==> src/rtl/opaddr_pkg.sv <==
// Package: shared mode codes and controller states for the operand address unit.
// Assumes a 4-bit mode code; codes above MD_SCALED are unused.
package opaddr_pkg;
    typedef enum logic [3:0] {
        MD_REG     = 4'd0,
        MD_IMM     = 4'd1,
        MD_DISP    = 4'd2,
        MD_RIND    = 4'd3,
        MD_INDEX   = 4'd4,
        MD_DIRECT  = 4'd5,
        MD_MIND    = 4'd6,
        MD_AUTOINC = 4'd7,
        MD_AUTODEC = 4'd8,
        MD_SCALED  = 4'd9
    } mode_e;

    typedef enum logic [2:0] {
        ST_IDLE  = 3'd0,
        ST_EXEC  = 3'd1,
        ST_WAIT1 = 3'd2,
        ST_WAIT2 = 3'd3,
        ST_WB    = 3'd4
    } state_e;
endpackage

==> src/rtl/opaddr_regfile.sv <==
// Module: general register file with one write port and NRD read ports.
// Register 0 reads as zero and ignores writes. Reads are combinational.
module opaddr_regfile #(
    parameter int DATA_W = 32,
    parameter int NREG   = 8,
    parameter int NRD    = 3,
    localparam int IDX_W = $clog2(NREG)
) (
    input  logic              clk,
    input  logic              rst_n,
    input  logic              we,
    input  logic [IDX_W-1:0]  waddr,
    input  logic [DATA_W-1:0] wdata,
    input  logic [IDX_W-1:0]  raddr [NRD],
    output logic [DATA_W-1:0] rdata [NRD]
);
    logic [DATA_W-1:0] regs [NREG];

    // Storage update: clear on reset, write any register except register 0.
    always_ff @(posedge clk) begin
        if (!rst_n) begin
            for (int i = 0; i < NREG; i++) regs[i] <= '0;
        end else if (we && waddr != '0) begin
            regs[waddr] <= wdata;
        end
    end

    // One combinational read path per port, zero forced for index 0.
    for (genvar p = 0; p < NRD; p++) begin : g_rd
        assign rdata[p] = (raddr[p] == '0) ? '0 : regs[raddr[p]];
    end

    // A write to a nonzero register is visible on the next cycle.
    p_write_lands_r11: assert property (@(posedge clk) disable iff (!rst_n)
        (we && waddr != '0) |=> regs[$past(waddr)] == $past(wdata));

    // Register 0 storage never takes a nonzero value.
    p_zero_reg_r11: assert property (@(posedge clk) disable iff (!rst_n)
        we |=> regs[0] == '0);
endmodule

==> src/rtl/opaddr_agen.sv <==
// Module: combinational address generator. It decodes the latched mode into
// the first read address, the non-memory operand, the auto-modified base value
// and the sequencing flags. Addresses wrap to ADDR_W bits.
module opaddr_agen
    import opaddr_pkg::*;
#(
    parameter int DATA_W = 32,
    parameter int ADDR_W = 16,
    parameter int DISP_W = 12
) (
    input  logic [3:0]        mode,
    input  logic [DATA_W-1:0] base_v,
    input  logic [DATA_W-1:0] idx_v,
    input  logic [DISP_W-1:0] disp,
    input  logic [ADDR_W-1:0] abs_addr,
    input  logic [1:0]        size,
    output logic [ADDR_W-1:0] addr,
    output logic [DATA_W-1:0] direct_op,
    output logic [DATA_W-1:0] base_next,
    output logic              use_mem,
    output logic              two_rd,
    output logic              pre_upd,
    output logic              post_upd,
    output logic              legal
);
    logic [DATA_W-1:0] disp_s;
    logic [DATA_W-1:0] step;
    logic [DATA_W-1:0] sum_a;

    assign disp_s = {{(DATA_W-DISP_W){disp[DISP_W-1]}}, disp};
    assign step   = DATA_W'(1) << size;

    // Mode decode: effective address sum and sequencing flags.
    always_comb begin
        sum_a     = '0;
        direct_op = '0;
        base_next = base_v;
        use_mem   = 1'b1;
        two_rd    = 1'b0;
        pre_upd   = 1'b0;
        post_upd  = 1'b0;
        legal     = 1'b1;
        case (mode)
            MD_REG:     begin use_mem = 1'b0; direct_op = base_v; end
            MD_IMM:     begin use_mem = 1'b0; direct_op = disp_s; end
            MD_DISP:    sum_a = base_v + disp_s;
            MD_RIND:    sum_a = base_v;
            MD_INDEX:   sum_a = base_v + idx_v;
            MD_DIRECT:  sum_a = DATA_W'(abs_addr);
            MD_MIND:    begin sum_a = base_v; two_rd = 1'b1; end
            MD_AUTOINC: begin
                sum_a     = base_v;
                base_next = base_v + step;
                post_upd  = 1'b1;
            end
            MD_AUTODEC: begin
                base_next = base_v - step;
                sum_a     = base_v - step;
                pre_upd   = 1'b1;
            end
            MD_SCALED:  sum_a = disp_s + base_v + (idx_v << size);
            default:    begin use_mem = 1'b0; legal = 1'b0; end
        endcase
    end

    assign addr = sum_a[ADDR_W-1:0];
endmodule

==> src/rtl/opaddr_ctrl.sv <==
// Module: instruction sequencer. It latches the instruction and its register
// values on acceptance, issues up to two dependent reads, performs the base
// update before (auto-decrement) or after (auto-increment) the read, and
// writes the sum last. Assumes one-cycle memory read latency.
module opaddr_ctrl
    import opaddr_pkg::*;
#(
    parameter int DATA_W = 32,
    parameter int ADDR_W = 16,
    parameter int DISP_W = 12,
    parameter int IDX_W  = 3
) (
    input  logic              clk,
    input  logic              rst_n,
    input  logic              start,
    input  logic [3:0]        mode_in,
    input  logic [IDX_W-1:0]  rd_in,
    input  logic [IDX_W-1:0]  rb_in,
    input  logic [DISP_W-1:0] disp_in,
    input  logic [ADDR_W-1:0] abs_in,
    input  logic [1:0]        size_in,
    input  logic [DATA_W-1:0] rd_val,
    input  logic [DATA_W-1:0] rb_val,
    input  logic [DATA_W-1:0] rx_val,
    input  logic [ADDR_W-1:0] ag_addr,
    input  logic [DATA_W-1:0] ag_direct,
    input  logic [DATA_W-1:0] ag_base_next,
    input  logic              ag_use_mem,
    input  logic              ag_two_rd,
    input  logic              ag_pre,
    input  logic              ag_post,
    input  logic              ag_legal,
    input  logic [DATA_W-1:0] mem_rdata,
    output logic [3:0]        l_mode,
    output logic [DATA_W-1:0] l_base,
    output logic [DATA_W-1:0] l_idx,
    output logic [DISP_W-1:0] l_disp,
    output logic [ADDR_W-1:0] l_abs,
    output logic [1:0]        l_size,
    output logic              wr_en,
    output logic [IDX_W-1:0]  wr_idx,
    output logic [DATA_W-1:0] wr_data,
    output logic              mem_re,
    output logic [ADDR_W-1:0] mem_addr,
    output logic              busy,
    output logic              done,
    output logic [DATA_W-1:0] res_data
);
    state_e            state;
    logic [IDX_W-1:0]  l_rd;
    logic [IDX_W-1:0]  l_rb;
    logic [DATA_W-1:0] l_dst;
    logic [DATA_W-1:0] opnd;

    // State sequencing and capture of instruction fields and operands.
    always_ff @(posedge clk) begin
        if (!rst_n) begin
            state  <= ST_IDLE;
            l_mode <= '0;
            l_rd   <= '0;
            l_rb   <= '0;
            l_base <= '0;
            l_idx  <= '0;
            l_dst  <= '0;
            l_disp <= '0;
            l_abs  <= '0;
            l_size <= '0;
            opnd   <= '0;
        end else begin
            case (state)
                ST_IDLE: if (start) begin
                    l_mode <= mode_in;
                    l_rd   <= rd_in;
                    l_rb   <= rb_in;
                    l_dst  <= rd_val;
                    l_base <= rb_val;
                    l_idx  <= rx_val;
                    l_disp <= disp_in;
                    l_abs  <= abs_in;
                    l_size <= size_in;
                    state  <= ST_EXEC;
                end
                ST_EXEC: begin
                    if (ag_use_mem) begin
                        state <= ST_WAIT1;
                    end else begin
                        opnd  <= ag_direct;
                        state <= ST_WB;
                    end
                end
                ST_WAIT1: begin
                    if (ag_two_rd) begin
                        state <= ST_WAIT2;
                    end else begin
                        opnd  <= mem_rdata;
                        state <= ST_WB;
                    end
                end
                ST_WAIT2: begin
                    opnd  <= mem_rdata;
                    state <= ST_WB;
                end
                default: state <= ST_IDLE;
            endcase
        end
    end

    assign res_data = l_dst + opnd;
    assign busy     = (state != ST_IDLE);
    assign done     = (state == ST_WB);

    // Per-state memory requests and register-file writes.
    always_comb begin
        mem_re   = 1'b0;
        mem_addr = '0;
        wr_en    = 1'b0;
        wr_idx   = '0;
        wr_data  = '0;
        case (state)
            ST_EXEC: begin
                mem_re   = ag_use_mem;
                mem_addr = ag_addr;
                if (ag_pre) begin
                    wr_en   = 1'b1;
                    wr_idx  = l_rb;
                    wr_data = ag_base_next;
                end
            end
            ST_WAIT1: begin
                if (ag_two_rd) begin
                    mem_re   = 1'b1;
                    mem_addr = mem_rdata[ADDR_W-1:0];
                end else if (ag_post) begin
                    wr_en   = 1'b1;
                    wr_idx  = l_rb;
                    wr_data = ag_base_next;
                end
            end
            ST_WB: begin
                wr_en   = ag_legal;
                wr_idx  = l_rd;
                wr_data = res_data;
            end
            default: ;
        endcase
    end

    // Completion is a single-cycle pulse.
    p_done_pulse_r13: assert property (@(posedge clk) disable iff (!rst_n)
        done |=> !done);

    // A read is always followed by a wait state, never by completion (R4 latency).
    p_read_then_wait_r4: assert property (@(posedge clk) disable iff (!rst_n)
        mem_re |=> !done);

    // Work begins only in response to a start request.
    p_accept_on_start_r13: assert property (@(posedge clk) disable iff (!rst_n)
        $rose(busy) |-> $past(start));

    // The second wait state of memory-indirect follows a read issued the cycle before.
    p_second_read_r7: assert property (@(posedge clk) disable iff (!rst_n)
        (state == ST_WAIT2) |-> $past(mem_re));
endmodule

==> src/rtl/opaddr_unit.sv <==
// Module: top of the multi-mode operand address unit. It wires the register
// file, the sequencer and the address generator. The register file is read
// with the incoming indices, and the sequencer latches those values on accept.
module opaddr_unit #(
    parameter int DATA_W = 32,
    parameter int ADDR_W = 16,
    parameter int DISP_W = 12,
    parameter int NREG   = 8,
    localparam int IDX_W = $clog2(NREG)
) (
    input  logic              clk,
    input  logic              rst_n,
    input  logic              start,
    input  logic [3:0]        mode,
    input  logic [IDX_W-1:0]  rd_sel,
    input  logic [IDX_W-1:0]  rb_sel,
    input  logic [IDX_W-1:0]  rx_sel,
    input  logic [DISP_W-1:0] disp,
    input  logic [ADDR_W-1:0] abs_addr,
    input  logic [1:0]        size,
    output logic              mem_re,
    output logic [ADDR_W-1:0] mem_addr,
    input  logic [DATA_W-1:0] mem_rdata,
    output logic              busy,
    output logic              done,
    output logic [DATA_W-1:0] res_data
);
    logic [IDX_W-1:0]  rf_raddr [3];
    logic [DATA_W-1:0] rf_rdata [3];
    logic              wr_en;
    logic [IDX_W-1:0]  wr_idx;
    logic [DATA_W-1:0] wr_data;
    logic [3:0]        l_mode;
    logic [DATA_W-1:0] l_base, l_idx;
    logic [DISP_W-1:0] l_disp;
    logic [ADDR_W-1:0] l_abs;
    logic [1:0]        l_size;
    logic [ADDR_W-1:0] ag_addr;
    logic [DATA_W-1:0] ag_direct, ag_base_next;
    logic              ag_use_mem, ag_two_rd, ag_pre, ag_post, ag_legal;

    assign rf_raddr[0] = rd_sel;
    assign rf_raddr[1] = rb_sel;
    assign rf_raddr[2] = rx_sel;

    opaddr_regfile #(.DATA_W(DATA_W), .NREG(NREG), .NRD(3)) u_rf (
        .clk(clk), .rst_n(rst_n), .we(wr_en), .waddr(wr_idx), .wdata(wr_data),
        .raddr(rf_raddr), .rdata(rf_rdata)
    );

    opaddr_agen #(.DATA_W(DATA_W), .ADDR_W(ADDR_W), .DISP_W(DISP_W)) u_agen (
        .mode(l_mode), .base_v(l_base), .idx_v(l_idx), .disp(l_disp),
        .abs_addr(l_abs), .size(l_size), .addr(ag_addr), .direct_op(ag_direct),
        .base_next(ag_base_next), .use_mem(ag_use_mem), .two_rd(ag_two_rd),
        .pre_upd(ag_pre), .post_upd(ag_post), .legal(ag_legal)
    );

    opaddr_ctrl #(.DATA_W(DATA_W), .ADDR_W(ADDR_W), .DISP_W(DISP_W), .IDX_W(IDX_W)) u_ctrl (
        .clk(clk), .rst_n(rst_n), .start(start), .mode_in(mode),
        .rd_in(rd_sel), .rb_in(rb_sel), .disp_in(disp), .abs_in(abs_addr),
        .size_in(size), .rd_val(rf_rdata[0]), .rb_val(rf_rdata[1]),
        .rx_val(rf_rdata[2]), .ag_addr(ag_addr), .ag_direct(ag_direct),
        .ag_base_next(ag_base_next), .ag_use_mem(ag_use_mem),
        .ag_two_rd(ag_two_rd), .ag_pre(ag_pre), .ag_post(ag_post),
        .ag_legal(ag_legal), .mem_rdata(mem_rdata), .l_mode(l_mode),
        .l_base(l_base), .l_idx(l_idx), .l_disp(l_disp), .l_abs(l_abs),
        .l_size(l_size), .wr_en(wr_en), .wr_idx(wr_idx), .wr_data(wr_data),
        .mem_re(mem_re), .mem_addr(mem_addr), .busy(busy), .done(done),
        .res_data(res_data)
    );

    // Unused mode codes never touch the register file at completion.
    p_unused_no_write_r13: assert property (@(posedge clk) disable iff (!rst_n)
        (done && l_mode > 4'd9) |-> !wr_en);

    // No memory traffic while idle.
    p_idle_quiet_r1: assert property (@(posedge clk) disable iff (!rst_n)
        !busy |-> !mem_re);
endmodule

==> config.mk <==
export PLATFORM = sky130hd
export DESIGN_NAME = opaddr_unit
export DESIGN_NICKNAME = d
export VERILOG_FILES = /design/src/rtl/opaddr_pkg.sv /design/src/rtl/opaddr_regfile.sv /design/src/rtl/opaddr_agen.sv /design/src/rtl/opaddr_ctrl.sv /design/src/rtl/opaddr_unit.sv
export SDC_FILE = /design/constraint.sdc
export NUM_CORES = 1
export LEC_CHECK = 0
export ABC_AREA = 1
export BUFFER_PORTS_ARGS = -buffer_cell sky130_fd_sc_hd__buf_4
export CELL_PAD_IN_SITES_DETAIL_PLACEMENT = 0
export CELL_PAD_IN_SITES_GLOBAL_PLACEMENT = 1
export CORE_MARGIN = 3
export CORE_UTILIZATION = 49
export CTS_CLUSTER_SIZE = 25
export DETAILED_ROUTE_END_ITERATION = 8
export PLACE_DENSITY = 0.91
export RECOVER_POWER = 50
export SETUP_SLACK_MARGIN = 0.05
export SYNTH_ARGS = -nofsm -noshare
export SYNTH_HDL_FRONTEND = slang
export SYNTH_SLANG_ARGS = --single-unit
==> constraint.sdc <==
create_clock -name clk -period 5.2 [get_ports clk]
set_input_delay 0.26 -clock clk [delete_from_list [all_inputs] [get_ports clk]]
set_output_delay 0.26 -clock clk [all_outputs]
set_load 0.03 [all_outputs]
==> results.md, run 1 <==
* Outcome: finished with violations
* Setup TNS at 0 ns
* Netlist cell types at 52
* Post-place setup slack at between 1 and 1.5 ns
* CP Capture Type: register
* Die height at ~240 um
* GR Layer Usage met2 at 61.4%
* # IOs at about 130
* Synth Area in Compound Gates at 23.6%
* PnR worst setup slack at 0.420 ns
* Number of synthesized flops with an enable pin at roughly 220
* Worst hold path startpoint: mem_rdata[23]
* MaxCap Viol Count at 3
* # Post-CTS Setup Buffers at 0
* Fin crit share at roughly 92%
* 1st-iter DRT viols at ~3500
* GRT Total Usage at between 30% and 40%
* Post-DP HPWL at ~78000 um
* Crit start category: register
* Initial Utilization at approximately 50%
* Initial antenna violation count at 1
* Die width at 238 um
* First-pass GRT wire length at 164000 um
* Buffer type at the clock tree root: clkbuf_16
* Hold depth at 3
* Vias in the first global route at between 20000 and 30000
* Layout Cell Area excl Fill at 0.0296 sq mm
* HP Class: input port to register
* Synth Area in Simple Gates at 23.2%
* Post-layout util at 55.9%
* Crit path kind: register to register
* Standard-cell row count at between 80 and 90
* Via-to-Cell Ratio at around 6.1
* Slew Limit Headroom at -55.4%
* Post-CTS resize count at 0
* Clock transition at path regs at 0.06 ns
* Avg Inst Size Synth at 6.98 sq um
* Synthesized netlist cell count at about 3800
* Multiplexer share of the synthesized area at less than 1%
* Die ar. at between 0.05 and 0.06 sq mm
* Final net count at approximately 4000
* Critical Path RT at 5.44 ns
* Vias at 28100
* Final Hold Viols at 0
* Area of the mapped netlist at 0.0264 sq mm
* Delay of the slowest critical-path stage at between 0.9 and 1 ns
* GR Util met3 at approximately 6.9%
* Peak supply drop at between 200 and 300 uV
* Hold EP: u_ctrl.opnd[23]$_SDFFE_PN0P_
* CP arrival at between 5 and 6 ns
* Area Growth Syn to Fin at 12.3%
* Layout Skew at about 0.038 ns
* Worst path bufs/invs at 6
* Post-synthesis sequential area ratio at a little under two fifths
* R2R setup slack at 0.42 ns
* Fmax at between 200 and 250 MHz
* Worst Tran Pin Value at approximately 2.3 ns
* Delay-heaviest family, CP: buffers and inverters
* PortBufs at 128
* Synthesized flop and latch total at ~380
* Failing checks: max-capacitance violations, max-slew violations
* Layout cells sized above 1 at just under 7%
* Busiest layer in global routing: met2
* Largest family of logic cells by synthesized area: compound AO/OA/AOI/OAI gates
* CP most frequent cell: nand2_2
* TritonRoute pass-1 iters at 9
* WL final at around 110000 um
* Worst reg2reg endpoint: u_rf.regs[5][11]$_SDFFCE_PN0P_
* Adder-cell area share of the yosys netlist at roughly 4.4%
* Post-Synthesis Net Count at just under 4000
* WP depth at 14
* Setup violations, final at 0
* Per-cell routed wire length at ~24 um
* Post-DP Area at 0.0279 sq mm
* Fin. max-slew vios at around 150
* Post-route minimum period at 4.78 ns
* Prevailing post-synth register cell: edfxtp_1
* Leak at around 13 nW
* Filler instances at 5323
* Clock buffer depth at 3
* Total CTS buffers at 45
* Cell Chain, Critical Path: inv_1 -> nand2_2 -> clkbuf_1 -> nor2_1 -> nand2_1 -> inv_2 -> nor2_8 -> o22ai_1 -> clkinv_1 -> nand2_2 -> nor3_4 -> inv_1 -> nand2_2 -> buf_4
* Routed Antenna Nets at 0
* Num Clock Sinks at 379
* Grt total ovfl at 0
* Critical Path Fanout Max at 34
* Detailed-route DRC error count at 0
* Unrepaired setup endpoints after global routing: false
* Largest net degree at the start of global routing at 94
* Syn. warnings at 0
* Skew-Pair Late Insertion Delay at between 0.6 and 0.7 ns
* Worst r2r src: u_ctrl.state[2]$_SDFFE_PN0P_
* Post-Synth XOR/XNOR Area at between 1 and 1.5%
* Core ar. at ~0.053 sq mm
* CTS Hold Bufs at between 50 and 60
* FF-to-FF path depth at 14
* CP max stage cell: clkbuf_1
* H-tree Lvls at 2
* TritonCTS clock tree: done
* Gpl congestion at about 1.0
* Synth async-reset ratio at 0%
* M1 GR Usage at between 40% and 50%
* Pwr dens at between 200 and 300 mW/mm^2
## metrics by stage
stage	hold slack [ns]	power [W]	std cells
2_1_floorplan	0.405	0.00484	3783
3_3_place_gp	0.455	0.00564	4446
3_5_place_dp	0.460	0.00564	4446
4_1_cts	0.000884	0.00882	4582
5_1_grt	0.00979	0.00912	4582
6_report	0.0100	0.00883	4584
## cells by family after synthesis
| kind of cell | after synthesis |
|---|---|
| adders and majority gates | 90 |
| buffers and inverters | 688 |
| and+or+nand+nor | 1450 |
| xor gates and xnor gates | 43 |
| AOI/OAI and AO/OA | 1131 |
| muxes | 2 |
| DFF | 379 |
## worst min-delay path: stages
cell and delay, ns:
buf_4 0.10, nand2_1 0.11, a31oi_1 0.09
## worst max-delay path by stage
stage,startpoint,endpoint
global route,u_ctrl.state[2]$_SDFFE_PN0P_,u_rf.regs[5][11]$_SDFFCE_PN0P_
global placement,u_ctrl.l_base[9]$_SDFFE_PN0P_,mem_addr[13]
CTS,u_ctrl.l_base[9]$_SDFFE_PN0P_,mem_addr[13]
detailed placement,u_ctrl.l_size[1]$_SDFFE_PN0P_,u_rf.regs[5][11]$_SDFFCE_PN0P_
finish,u_ctrl.state[2]$_SDFFE_PN0P_,u_rf.regs[5][11]$_SDFFCE_PN0P_
floorplan,u_ctrl.l_base[1]$_SDFFE_PN0P_,mem_addr[14]
## power breakdown
part | switching [W] | internal, W | leakage [nW]
Combinational | 0.00152 | 0.000604 | 8.20
Sequential | 0.000177 | 0.00334 | 3.59
Clock | 0.00140 | 0.00180 | 0.718
## per-layer routing
layer | share of wire [%] | up-vias
met4 | 8.1 | 0
li1 | - | 13000
met5 | 0 | -
met1 | 37 | 13000
met3 | 10 | 419
met2 | 44 | 1707
## cell type report
cell class	instances	area (sq um)	share of cell area (%)
well taps	688	861	2.91
inverters	478	1800	6.06
flip-flops and latches	379	9830	33.2
repair buffers	237	1770	5.98
clock inverters	24	220	0.743
multi-input cells	2716	13900	46.9
diodes	2	5.00	0.0169
clock buffers	60	1240	4.19
## sequential cells by signal, indices dropped and copies added, names as in the netlist
| name | flops |
|---|---|
| u_ctrl.l_rd | 3 |
| u_ctrl.state | 3 |
| u_ctrl.l_idx | 16 |
| u_ctrl.l_mode | 4 |
| u_ctrl.opnd | 32 |
| u_ctrl.l_size | 2 |
| u_rf.regs | 224 |
| u_ctrl.l_base | 32 |
| u_ctrl.l_abs | 16 |
| u_ctrl.l_disp | 12 |
| u_ctrl.l_dst | 32 |
| u_ctrl.l_rb | 3 |
## cell usage in the layout (no fill, tap or decap), types with 17 or more instances in the layout
cell,synthesis,final
a21oi_1,430,430
a221oi_1,28,28
a22oi_1,17,17
a31oi_1,45,45
and2_1,18,18
buf_4,0,141
clkbuf_1,171,43
clkbuf_16,0,45
dfxtp_1,155,155
dlygate4sd3_1,0,52
edfxtp_1,224,224
ha_1,84,84
inv_1,455,457
nand2_1,755,753
nand3_1,234,233
nand4_1,25,25
nor2_1,336,337
nor3_1,33,34
o211ai_1,45,45
o21ai_0,474,475
o22ai_1,17,19
xor2_1,33,33
## cells in the mapped netlist (12+ instances only)
| cell type | number | area share, % |
|---|---|---|
| a21oi_1 | 430 | 8.2 |
| a221oi_1 | 28 | 0.93 |
| a22oi_1 | 17 | 0.48 |
| a31oi_1 | 45 | 1.1 |
| and2_1 | 18 | 0.43 |
| buf_1 | 21 | 0.30 |
| clkbuf_1 | 171 | 2.4 |
| dfxtp_1 | 155 | 12 |
| edfxtp_1 | 224 | 25 |
| ha_1 | 84 | 4.0 |
| inv_1 | 455 | 6.5 |
| inv_2 | 19 | 0.27 |
| nand2_1 | 755 | 11 |
| nand3_1 | 234 | 4.4 |
| nand3b_1 | 12 | 0.34 |
| nand4_1 | 25 | 0.59 |
| nor2_1 | 336 | 4.8 |
| nor3_1 | 33 | 0.63 |
| o211ai_1 | 45 | 1.3 |
| o21ai_0 | 474 | 9.0 |
| o21bai_1 | 15 | 0.43 |
| o221ai_1 | 15 | 0.50 |
| o22ai_1 | 17 | 0.40 |
| xor2_1 | 33 | 1.1 |
No activity file was read; power rests on OpenSTA's default activity.
==> run 2, diff against run 1 <==
--- a/config.mk
+++ b/config.mk
@@ -11,8 +11,8 @@
 export CELL_PAD_IN_SITES_GLOBAL_PLACEMENT = 1
 export CORE_MARGIN = 3
-export CORE_UTILIZATION = 49
+export CORE_UTILIZATION = 46
 export CTS_CLUSTER_SIZE = 25
 export DETAILED_ROUTE_END_ITERATION = 8
-export PLACE_DENSITY = 0.91
+export PLACE_DENSITY = 0.87
 export RECOVER_POWER = 50
 export SETUP_SLACK_MARGIN = 0.05
==> constraint.sdc (replaced) <==
create_clock -name clk -period 4.65 [get_ports clk]
set_input_delay 0.2325 -clock clk [delete_from_list [all_inputs] [get_ports clk]]
set_output_delay 0.2325 -clock clk [all_outputs]
set_load 0.01 [all_outputs]
==> run 2 against run 1 <==
The flow still finishes with violations (max-capacitance violations, max-slew violations). Power up 15%. Register-to-register slack worse by 0.17 ns. Clock power up 22%. Core utilization down 2.5 points. Cell area up 2.0%. Global-route usage down 1.6 points. Hold slack better by 0.0011 ns. Sequential share of layout area down 0.65 points. Sequential cell count unchanged. Count of clock-buffer cells in the layout down 3. Critical path type unchanged.
==> results.md, run 2 (same netlist as run 1, synthesis figures left out) <==
* Skew-Pair Late Insertion Delay at 0.62 ns (about the same)
* Grt total ovfl at 0 (unchanged)
* Initial Utilization at 46.6% (-3.2 points)
* Commonest cells after routing, fill and taps aside: 753 x nand2_1, 472 x o21ai_0, 459 x inv_1
* Post-route minimum period at 4.39 ns (-0.385 ns)
* Post-DP HPWL at 80700 um (+3.1%)
* Fin. max-slew vios at 126 (-13%)
* Clk pwr share at 38.5% (+2.3 points)
* Crit path kind: register to register
* MaxCap Viol Count at 3 (unchanged)
* Largest register FFs at 224 (unchanged)
* Critical Path RT at 4.95 ns (-0.49 ns)
* Layout Cell Area excl Fill at 0.0302 sq mm (+2.0%)
* Delay of the slowest critical-path stage at 0.96 ns (about the same)
* Switching Share at 33.3% (-1.7 points)
* Outcome: finished with violations
* Worst Tran Pin Value at 1.96 ns (-0.373 ns)
* Busiest layer in global routing: met2
* Standard-cell row count at 87 (+3.6%)
* Post-place setup slack at 0.835 ns (-0.350 ns)
* GR Util met3 at 6.25% (-0.64 points)
* Comb pwr share at 23.1% (-0.9 points)
* Post-DP Area at 0.0281 sq mm (+1.0%)
* Detailed-route DRC error count at 0 (unchanged)
* M1 GR Usage at 46.4% (-1.8 points)
* Sequential share of power at 38.4% (-1.4 points)
* Pwr dens at 336 mW/mm^2 (+13%)
* Final net count at 4057 (+0.80%)
* Fmax at 228 MHz (+8.8%)
* Layout cells sized above 1 at 8.15% (+1.3 points)
* Setup TNS at 0 ns (unchanged)
* Buffer type at the clock tree root: clkbuf_16
* PnR worst setup slack at 0.255 ns (-0.165 ns)
* 1st-iter DRT viols at 3405 (-2.7%)
* CP arrival at 4.69 ns (-0.33 ns)
* Leak at 12.8 nW (+2.2%)
* Die ar. at 0.0603 sq mm (+6.4%)
* Total CTS buffers at 45 (unchanged)
* HP Class: input port to register
* WL final at 114000 um (+1.6%)
* GRT Total Usage at 36.8% (-1.6 points)
* Core ar. at 0.0566 sq mm (+6.9%)
* Per-cell routed wire length at 24.3 um (-0.62%)
* PortBufs at 128 (unchanged)
* Peak supply drop at 287 uV (+7.5%)
* Failing checks: max-capacitance violations, max-slew violations
* Largest net degree at the start of global routing at 90 (-4.3%)
* Layout Skew at 0.0298 ns (-0.00773 ns)
* Commonest non-fill, non-tap cell in the layout: nand2_1
* Sw Pwr at 0.00339 W (+9.5%)
* CP max stage cell: nor3_1
* Post-Layout Cell Count at 4684 (+2.2%)
* CP Capture Type: register
* Initial antenna violation count at 4 (+3)
* # IOs at 129 (unchanged)
* Gpl congestion at 1.01 (+1.6%)
* Cell Chain, Critical Path: inv_1 -> nor3_1 -> inv_2 -> nor2_8 -> nor2_8 -> nand2_2 -> nand3_4 -> nor2_1 -> inv_1 -> nor2_4 -> inv_2 -> nand2_2 -> buf_4
* TritonRoute pass-1 iters at 6 (-3)
* Setup violations, final at 0 (unchanged)
* Crit start category: register
* H-tree Lvls at 2 (unchanged)
* GR Layer Usage met2 at 57.8% (-3.6 points)
* Unrepaired setup endpoints after global routing: false
* Total power at 0.0102 W (+15%)
* First-pass GRT wire length at 166000 um (+1.3%)
* Vias at 27900 (-0.82%)
* Fin crit share at 94.5% (+2.6 points)
* Via-to-Cell Ratio at 5.95 (-2.9%)
* Cell internal pwr at 0.00678 W (+18%)
* # Post-CTS Setup Buffers at 0 (unchanged)
* Slew Limit Headroom at -30.5% (+25 points)
* Area Growth Syn to Fin at 14.5%
* Critical Path Fanout Max at 19 (-44%)
* TritonCTS clock tree: done
* Placed cells at 4538 (+2.1%)
* Num Clock Sinks at 379 (unchanged)
* Die width at 246 um (+3.1%)
* Die height at 246 um (+3.1%)
* Final Hold Viols at 0 (unchanged)
* Vias in the first global route at 26200 (+0.81%)
* Clock transition at path regs at 0.06 ns (about the same)
* Clock buffer depth at 3 (unchanged)
* Largest Register: u_rf.regs
* Routed Antenna Nets at 0 (unchanged)
run 2: worst max-delay path: cells and delay by family (launching register included):
family                 cells  cell delay (ns)
DFF                        1             0.36
buffers and inverters      5             1.10
and+or+nand+nor            8             2.59
run 2: area by class of cell:
class | count | area (sq um)
multi-input cells | 2716 | 13900
diodes | 2 | 5.00
clock buffers | 57 | 1220
repair buffers | 269 | 2100
fillers | 5714 | 26400
well taps | 756 | 946
inverters | 478 | 1800
clock inverters | 27 | 397
flip-flops and latches | 379 | 9830
run 2: per-stage QoR:
stage | hold slack (ns) | util [%]
2_1_floorplan | 0.377 | -
3_3_place_gp | 0.459 | 49.7
3_5_place_dp | 0.464 | 49.7
4_1_cts | 0.0119 | 53.6
5_1_grt | 0.0460 | 53.4
6_report | 0.0111 | 53.4
run 2: path summary, 6_finish.rpt:
check	startpoint	to	slack (ns)	cells past startpoint
min	disp[2]	u_ctrl.l_disp[2]$_SDFFE_PN0P_	0.01	3
max	u_ctrl.state[0]$_SDFFE_PN0P_	u_rf.regs[4][2]$_SDFFCE_PN0P_	0.26	13
max reg2reg	u_ctrl.state[0]$_SDFFE_PN0P_	u_rf.regs[4][2]$_SDFFCE_PN0P_	0.26	13
min reg2reg	u_ctrl.l_abs[1]$_SDFFE_PN0P_	u_ctrl.l_abs[1]$_SDFFE_PN0P_	0.47	2
run 2: routing by layer:
metal	vias to the layer above	share of wire (%)
li1	13000	-
met1	12900	39
met4	6	7.7
met3	372	9.6
met2	1555	44
met5	-	0.028
run 2: timing repair:
item                       in CTS  in global routing
resized for setup               0                 11
hold buffers                   60                  0
hold endpoints to repair       60                  0
setup endpoints to repair       0                  6
run 2: power by group through the flow:
stage | Combinational, W | Clock, W | Sequential (W)
finish | 0.00235 | 0.00391 | 0.00391
global route | 0.00254 | 0.00406 | 0.00392
floorplan | 0.00142 | 0 | 0.00389
detailed placement | 0.00226 | 0 | 0.00397
global placement | 0.00226 | 0 | 0.00397
CTS | 0.00231 | 0.00393 | 0.00390
